### config.mk
export PLATFORM = sky130hd
export DESIGN_NAME = pmrom_read_ctrl
export DESIGN_NICKNAME = d
export VERILOG_FILES = /design/src/rtl/pmrom_pkg.sv /design/src/rtl/pmrom_cfg.sv /design/src/rtl/pmrom_hit.sv /design/src/rtl/pmrom_read_ctrl.sv
export SDC_FILE = /design/constraint.sdc
export NUM_CORES = 1
export LEC_CHECK = 0
export BUFFER_PORTS_ARGS = -buffer_cell sky130_fd_sc_hd__clkbuf_2
export CORE_ASPECT_RATIO = 0.7
export CORE_MARGIN = 2
export CORE_UTILIZATION = 40
export DETAILED_ROUTE_END_ITERATION = 8
export PLACE_DENSITY_LB_ADDON = 0.05
export SYNTH_ARGS = -nofsm -noshare
export SYNTH_HDL_FRONTEND = slang
export SYNTH_HIERARCHICAL = 1
export SYNTH_SLANG_ARGS = --single-unit
### constraint.sdc
create_clock -name clk -period 4.61 [get_ports clk]
set_input_delay 0.461 -clock clk [delete_from_list [all_inputs] [get_ports clk]]
set_output_delay 0.461 -clock clk [all_outputs]
set_load 0.01 [all_outputs]
### src/rtl/pmrom_pkg.sv
package pmrom_pkg;

   typedef enum logic [1:0] {
      ST_IDLE = 2'd0,
      ST_NORM = 2'd1,
      ST_PAGE = 2'd2
   } bus_st_e;

   typedef struct packed {
      logic [1:0] pg_code;
      logic [1:0] beat_code;
   } pm_cfg_t;

   localparam logic [1:0] BEAT_RSVD = 2'b11;

endpackage

### src/rtl/pmrom_cfg.sv
module pmrom_cfg
   import pmrom_pkg::*;
#(
   parameter int         WAIT_W  = 4,
   parameter logic [3:0] RST_CFG = 4'b0000
)(
   input  logic              clk,
   input  logic              rst_n,
   input  logic              wr_en,
   input  pm_cfg_t           wr_cfg,
   input  logic              bus_idle,
   input  logic [WAIT_W-1:0] norm_len,
   output pm_cfg_t           cfg,
   output logic              page_ok,
   output logic [WAIT_W-1:0] beat_len
);

   generate
      if (WAIT_W < 3) begin : g_bad_wait_w
         $error("pmrom_cfg: WAIT_W must hold a count of at least 4");
      end
   endgenerate

   pm_cfg_t held_cfg;
   logic    held_v;

   always_ff @(posedge clk or negedge rst_n) begin
      if (!rst_n) begin
         cfg      <= pm_cfg_t'(RST_CFG);
         held_cfg <= pm_cfg_t'(RST_CFG);
         held_v   <= 1'b0;
      end else if (bus_idle) begin
         if (wr_en)       cfg <= wr_cfg;
         else if (held_v) cfg <= held_cfg;
         held_v <= 1'b0;
      end else if (wr_en) begin
         held_cfg <= wr_cfg;
         held_v   <= 1'b1;
      end
   end

   assign beat_len = WAIT_W'(cfg.beat_code) + WAIT_W'(1);
   assign page_ok  = (cfg.beat_code != BEAT_RSVD) && (norm_len > beat_len);


   cfg_hold_chk: assert property (@(posedge clk) disable iff (!rst_n)
      !bus_idle |=> $stable(cfg));


   held_drain_chk: assert property (@(posedge clk) disable iff (!rst_n)
      bus_idle |=> !held_v);

endmodule

### src/rtl/pmrom_hit.sv
module pmrom_hit #(
   parameter int WA             = 22,
   parameter int PAGE_WORDS_MAX = 16
)(
   input  logic [WA-1:0] cur_w,
   input  logic [WA-1:0] nxt_w,
   input  logic [1:0]    pg_code,
   output logic          is_next,
   output logic          page_last
);

   generate
      if ((PAGE_WORDS_MAX >> 3) < 1 || (PAGE_WORDS_MAX & (PAGE_WORDS_MAX - 1)) != 0) begin : g_bad_page
         $error("pmrom_hit: largest page must be a power of two of at least 8 words");
      end
   endgenerate

   logic [WA-1:0] masks [4];

   generate
      for (genvar k = 0; k < 4; k++) begin : g_mask
         localparam int PW = PAGE_WORDS_MAX >> k;
         assign masks[k] = WA'(PW - 1);
      end
   endgenerate

   logic [WA-1:0] sel_mask;
   assign sel_mask  = masks[pg_code];
   assign is_next   = (nxt_w == cur_w + WA'(1));
   assign page_last = ((cur_w & sel_mask) == sel_mask);

endmodule

### src/rtl/pmrom_read_ctrl.sv
module pmrom_read_ctrl
   import pmrom_pkg::*;
#(
   parameter int         ADDR_W         = 24,
   parameter int         DATA_W         = 32,
   parameter int         WAIT_W         = 4,
   parameter int         PAGE_MAX_BYTES = 64,
   parameter logic [3:0] RST_CFG        = 4'b0000
)(
   input  logic              clk,
   input  logic              rst_n,
   input  logic              cfg_we,
   input  logic [3:0]        cfg_wdata,
   input  logic [WAIT_W-1:0] wait_n,
   input  logic              req_valid,
   output logic              req_ready,
   input  logic [ADDR_W-1:0] req_addr,
   input  logic              req_pg,
   output logic              rsp_valid,
   output logic [DATA_W-1:0] rsp_data,
   output logic [ADDR_W-1:0] rom_addr,
   output logic              rom_cs_n,
   output logic              rom_rd_n,
   output logic              rom_cap,
   input  logic [DATA_W-1:0] rom_data
);

   localparam int BYTES      = DATA_W / 8;
   localparam int BB         = $clog2(BYTES);
   localparam int WA         = ADDR_W - BB;
   localparam int PAGE_WORDS = PAGE_MAX_BYTES / BYTES;

   generate
      if (DATA_W % 8 != 0 || (BYTES & (BYTES - 1)) != 0) begin : g_bad_data_w
         $error("pmrom_read_ctrl: DATA_W must be a power-of-two number of bytes");
      end
   endgenerate

   bus_st_e           st;
   logic [WAIT_W-1:0] cnt;
   logic [ADDR_W-1:0] addr_q;
   logic              cur_pg;

   pm_cfg_t           cfg;
   logic              page_ok;
   logic [WAIT_W-1:0] beat_len;
   logic [WAIT_W-1:0] norm_len;
   logic              is_next, page_last;
   logic              cap, accept, hit;

   assign norm_len = (wait_n == '0) ? WAIT_W'(1) : wait_n;

   pmrom_cfg #(.WAIT_W(WAIT_W), .RST_CFG(RST_CFG)) u_cfg (
      .clk      (clk),
      .rst_n    (rst_n),
      .wr_en    (cfg_we),
      .wr_cfg   (pm_cfg_t'(cfg_wdata)),
      .bus_idle (st == ST_IDLE),
      .norm_len (norm_len),
      .cfg      (cfg),
      .page_ok  (page_ok),
      .beat_len (beat_len)
   );

   pmrom_hit #(.WA(WA), .PAGE_WORDS_MAX(PAGE_WORDS)) u_hit (
      .cur_w     (addr_q[ADDR_W-1:BB]),
      .nxt_w     (req_addr[ADDR_W-1:BB]),
      .pg_code   (cfg.pg_code),
      .is_next   (is_next),
      .page_last (page_last)
   );

   assign cap       = (st != ST_IDLE) && (cnt == '0);
   assign req_ready = (st == ST_IDLE) || cap;
   assign accept    = req_valid && req_ready;
   assign hit       = cap && cur_pg && req_pg && page_ok && is_next && !page_last;

   always_ff @(posedge clk or negedge rst_n) begin
      if (!rst_n) begin
         st        <= ST_IDLE;
         cnt       <= '0;
         addr_q    <= '0;
         cur_pg    <= 1'b0;
         rsp_valid <= 1'b0;
         rsp_data  <= '0;
      end else begin
         rsp_valid <= cap;
         if (cap) rsp_data <= rom_data;
         if (accept) begin
            addr_q <= req_addr;
            cur_pg <= req_pg;
            if (hit) begin
               st  <= ST_PAGE;
               cnt <= beat_len - WAIT_W'(1);
            end else begin
               st  <= ST_NORM;
               cnt <= norm_len - WAIT_W'(1);
            end
         end else if (cap) begin
            st <= ST_IDLE;
         end else if (st != ST_IDLE) begin
            cnt <= cnt - WAIT_W'(1);
         end
      end
   end

   assign rom_addr = addr_q;
   assign rom_rd_n = (st == ST_IDLE);
   assign rom_cs_n = !((st != ST_IDLE) && cur_pg);
   assign rom_cap  = cap;


   cap_to_rsp_chk: assert property (@(posedge clk) disable iff (!rst_n)
      rom_cap |=> rsp_valid && rsp_data == $past(rom_data));


   page_state_cs_chk: assert property (@(posedge clk) disable iff (!rst_n)
      (st == ST_PAGE) |-> !rom_cs_n);


   cs_within_rd_chk: assert property (@(posedge clk) disable iff (!rst_n)
      !rom_cs_n |-> !rom_rd_n);


   beat_len_chk: assert property (@(posedge clk) disable iff (!rst_n)
      (st == ST_PAGE) |-> cnt < WAIT_W'(3));


   busy_addr_hold_chk: assert property (@(posedge clk) disable iff (!rst_n)
      (req_valid && !req_ready) |=> $stable(rom_addr));

endmodule

==> run metrics <==
GRT Util Overall 16.50%; Synth Register Bits 73; P&R area growth vs syn 26.76%; worst hold path class in -> async; wire length per cell 14.75 um; switching share of total power 36.61%; Max Slew Vio Count 0; DRT antenna net count 0; Resize count post-CTS 0; first-pass GRT wire length 13510 um; Post-Syn Area per Cell 11.93 um^2; CTS Buf Count 9; combinational share of power 42.9%; routability congestion estimate 0.8074; clock power share 20.9%; CP Class reg -> reg; Psw 1.300 mW; Post-Layout Cell Count 589; final setup violation count 0; largest net degree at the start of global routing 74; Root Driver clkbuf_16; commonest cells after routing, fill and taps aside 128 x clkbuf_2, 73 x dfrtp_1, 59 x mux2_2; Max clock buf depth 2; final setup TNS 0 ns; cell family with most CP delay simple AND/OR/NAND/NOR gates; cell mode on critical path ha_1; vias in the first global route 2699; drt via density 5.087; Final Hold Fails 0; TritonCTS clock tree yes; kind of end point of the critical path flop; PortBufs 129; peak supply drop 284.0 uV; DR iter-0 viols 143; core area 0.009609 mm^2; r2r startpoint rom_addr[2]$_DFFE_PN0P_; Final min period 3.740 ns; Die ar. 0.01060 mm^2; Pwr Density 715.6 mW/mm^2; Final Net Count 531; Worst R2R End cnt[2]$_DFFE_PN0P_; # DRC 0; P_leak 2.305 nW; DP Cell Count 573; relative slew slack 38.30%; Mapped Nets 403; diodes inserted 0; worst-margin pin slew 0.9255 ns; R2R cell count 14; htree depth 3; maximum capacitance violations 0; Clk pin slew, worst setup/hold paths 0.06 ns; outcome complete, no violations; CP startpoint rom_addr[2]$_DFFE_PN0P_; FP Rows 30; Routed WL 8689 um; number of synthesized flops with an enable pin 0; Post CTS Setup Buffer Count 0; Die Span Y 86.76 um; commonest non-fill, non-tap cell in the layout clkbuf_2; Worst-Skew Late Latency 0.33 ns; sequential power share 36.2%; Post-synth top flop dfrtp_1; DP HPWL 6539 um; initial core utilization 40.73%; Vias 2996; RSZ-0062 raised after global routing no; Fmax 267.4 MHz; final clock skew 0.004174 ns; CP required 4.81 ns; CP max stage delay 0.62 ns; layout cells sized above 1 49.46%; CP max stage cell nor4_1; total grt overflow 0; I/O pins 130; crit-path cells ha_1 > nand3_2 > nor4_1 > nand3_1 > xnor2_1 > nand4_1 > a2111oi_4 > and4b_1 > a21oi_1 > o21a_2 > a222oi_1 > ha_1 > xor2_1 > o21ai_1; P_int 2.250 mW; Worst R2R Setup Slack 0.87 ns; Final Cycle Share 81.13%; Worst path depth 14; first-pass iteration count of the detailed router 6; Syn Std Cell Area 0.003914 mm^2; Buf/Inv on CP 0; Worst Path Max Fanout 8; Setup crit end cnt[2]$_DFFE_PN0P_; Post-synth ARST share 100.0%; sequential cell area fraction in the yosys report 46.68%; Worst setup SP type flop; initial antenna violation count 0; Die W 122.2 um; Syn Inst Count 328; Unique masters post-synth 62; cts hold-fix bufs 0; Yosys warning total 6; clock sinks 73; CP arrival 3.94 ns
[routing by layer]
metal	wire, um	vias up	track usage, %
li1	-	1458	-
met1	3983	1439	22.26
met2	4103	90	25.05
met3	504	9	5.526
met4	98	0	5.329
met5	0	-	0
[through the flow]
step	util, %	hold WS [ns]	total power [mW]	setup slack, ns	cell area (um^2)
after detailed placement	48.27	0.4884	2.834	0.8488	4638
after floorplan	-	0.1654	2.319	1.184	3914
final	51.63	0.2654	3.550	0.8701	4961
after global routing	51.63	0.3405	3.821	0.5122	4961
after CTS	51.63	0.3100	3.602	0.8420	4961
after global placement	48.27	0.4877	2.808	0.9797	4638
[registers in the layout, summed over array words and instances (netlist names)]
| name | cells |
|---|---|
| u_cfg/held_v | 1 |
| cnt | 4 |
| cur_pg | 1 |
| rom_addr | 24 |
| rsp_data | 32 |
| u_cfg/held_cfg | 4 |
| u_cfg/cfg | 4 |
| st | 2 |
| rsp_valid | 1 |
[synthesized netlist by cell type (all sizes together), types with 4 or more instances]
master  instances  area, um^2
xor2           12       105.1
a21oi          12       63.81
ha              6       75.07
xnor2          19       173.9
o22ai           8       50.05
nand2          18       72.57
nand3           7       40.04
buf             9       76.32
dfrtp          73        1827
nor2           18       88.83
clkbuf          4       15.01
inv             9       33.78
o21ai           8       40.04
a211oi          4       30.03
nand4           8       56.30
mux2           63       724.5
nor3b           4       30.03
[worst reg2reg max path: cells and delay by family, from the launching register on]
family | cells | cell delay, ns
DFF | 1 | 0.47
AOI/OAI and AO/OA | 5 | 1.00
xor gates and xnor gates | 2 | 0.31
adders and majority gates | 2 | 0.47
and+or+nand+nor | 5 | 1.36
[worst min path at each step]
stage                                         from                       end  depth (start not counted)
after floorplan                              rst_n        cnt[0]$_DFFE_PN0P_                          0
after global placement    rsp_data[12]$_DFFE_PN0P_  rsp_data[12]$_DFFE_PN0P_                          1
after detailed placement         st[1]$_DFFE_PN0P_         st[1]$_DFFE_PN0P_                          1
after CTS                                    rst_n   rsp_data[6]$_DFFE_PN0P_                          1
after global routing                         rst_n   rsp_data[6]$_DFFE_PN0P_                          1
final                                        rst_n   rsp_data[4]$_DFFE_PN0P_                          1
[final cells by class]
cell class / instances / area (um^2)
Clock buffer: 12 / 246.5
Clock inverter: 4 / 76.32
Fill cell: 916 / 4648
Inverter: 10 / 37.54
Multi-Input combinational cell: 232 / 1958
Sequential cell: 73 / 1827
Tap cell: 128 / 160.2
Timing Repair Buffer: 130 / 655.6
[power groups by stage]
| stage | Combinational, mW | Clock [mW] | Sequential [mW] |
|---|---|---|---|
| after floorplan | 0.972 | 0 | 1.35 |
| after global placement | 1.53 | 0 | 1.28 |
| after detailed placement | 1.54 | 0 | 1.29 |
| after CTS | 1.55 | 0.770 | 1.28 |
| after global routing | 1.67 | 0.804 | 1.34 |
| final | 1.52 | 0.741 | 1.28 |
[kinds of logic after synthesis]
kind of cell,after synthesis,share of synthesized area (%)
mux,66,19.28
compound gates,49,8.952
flops,73,46.68
other cells,1,0.09582
simple gates,78,12.05
xor+xnor,32,7.737
buf+inv,23,3.292
fa+ha+maj,6,1.918
Power figures use the tool's default switching activity.
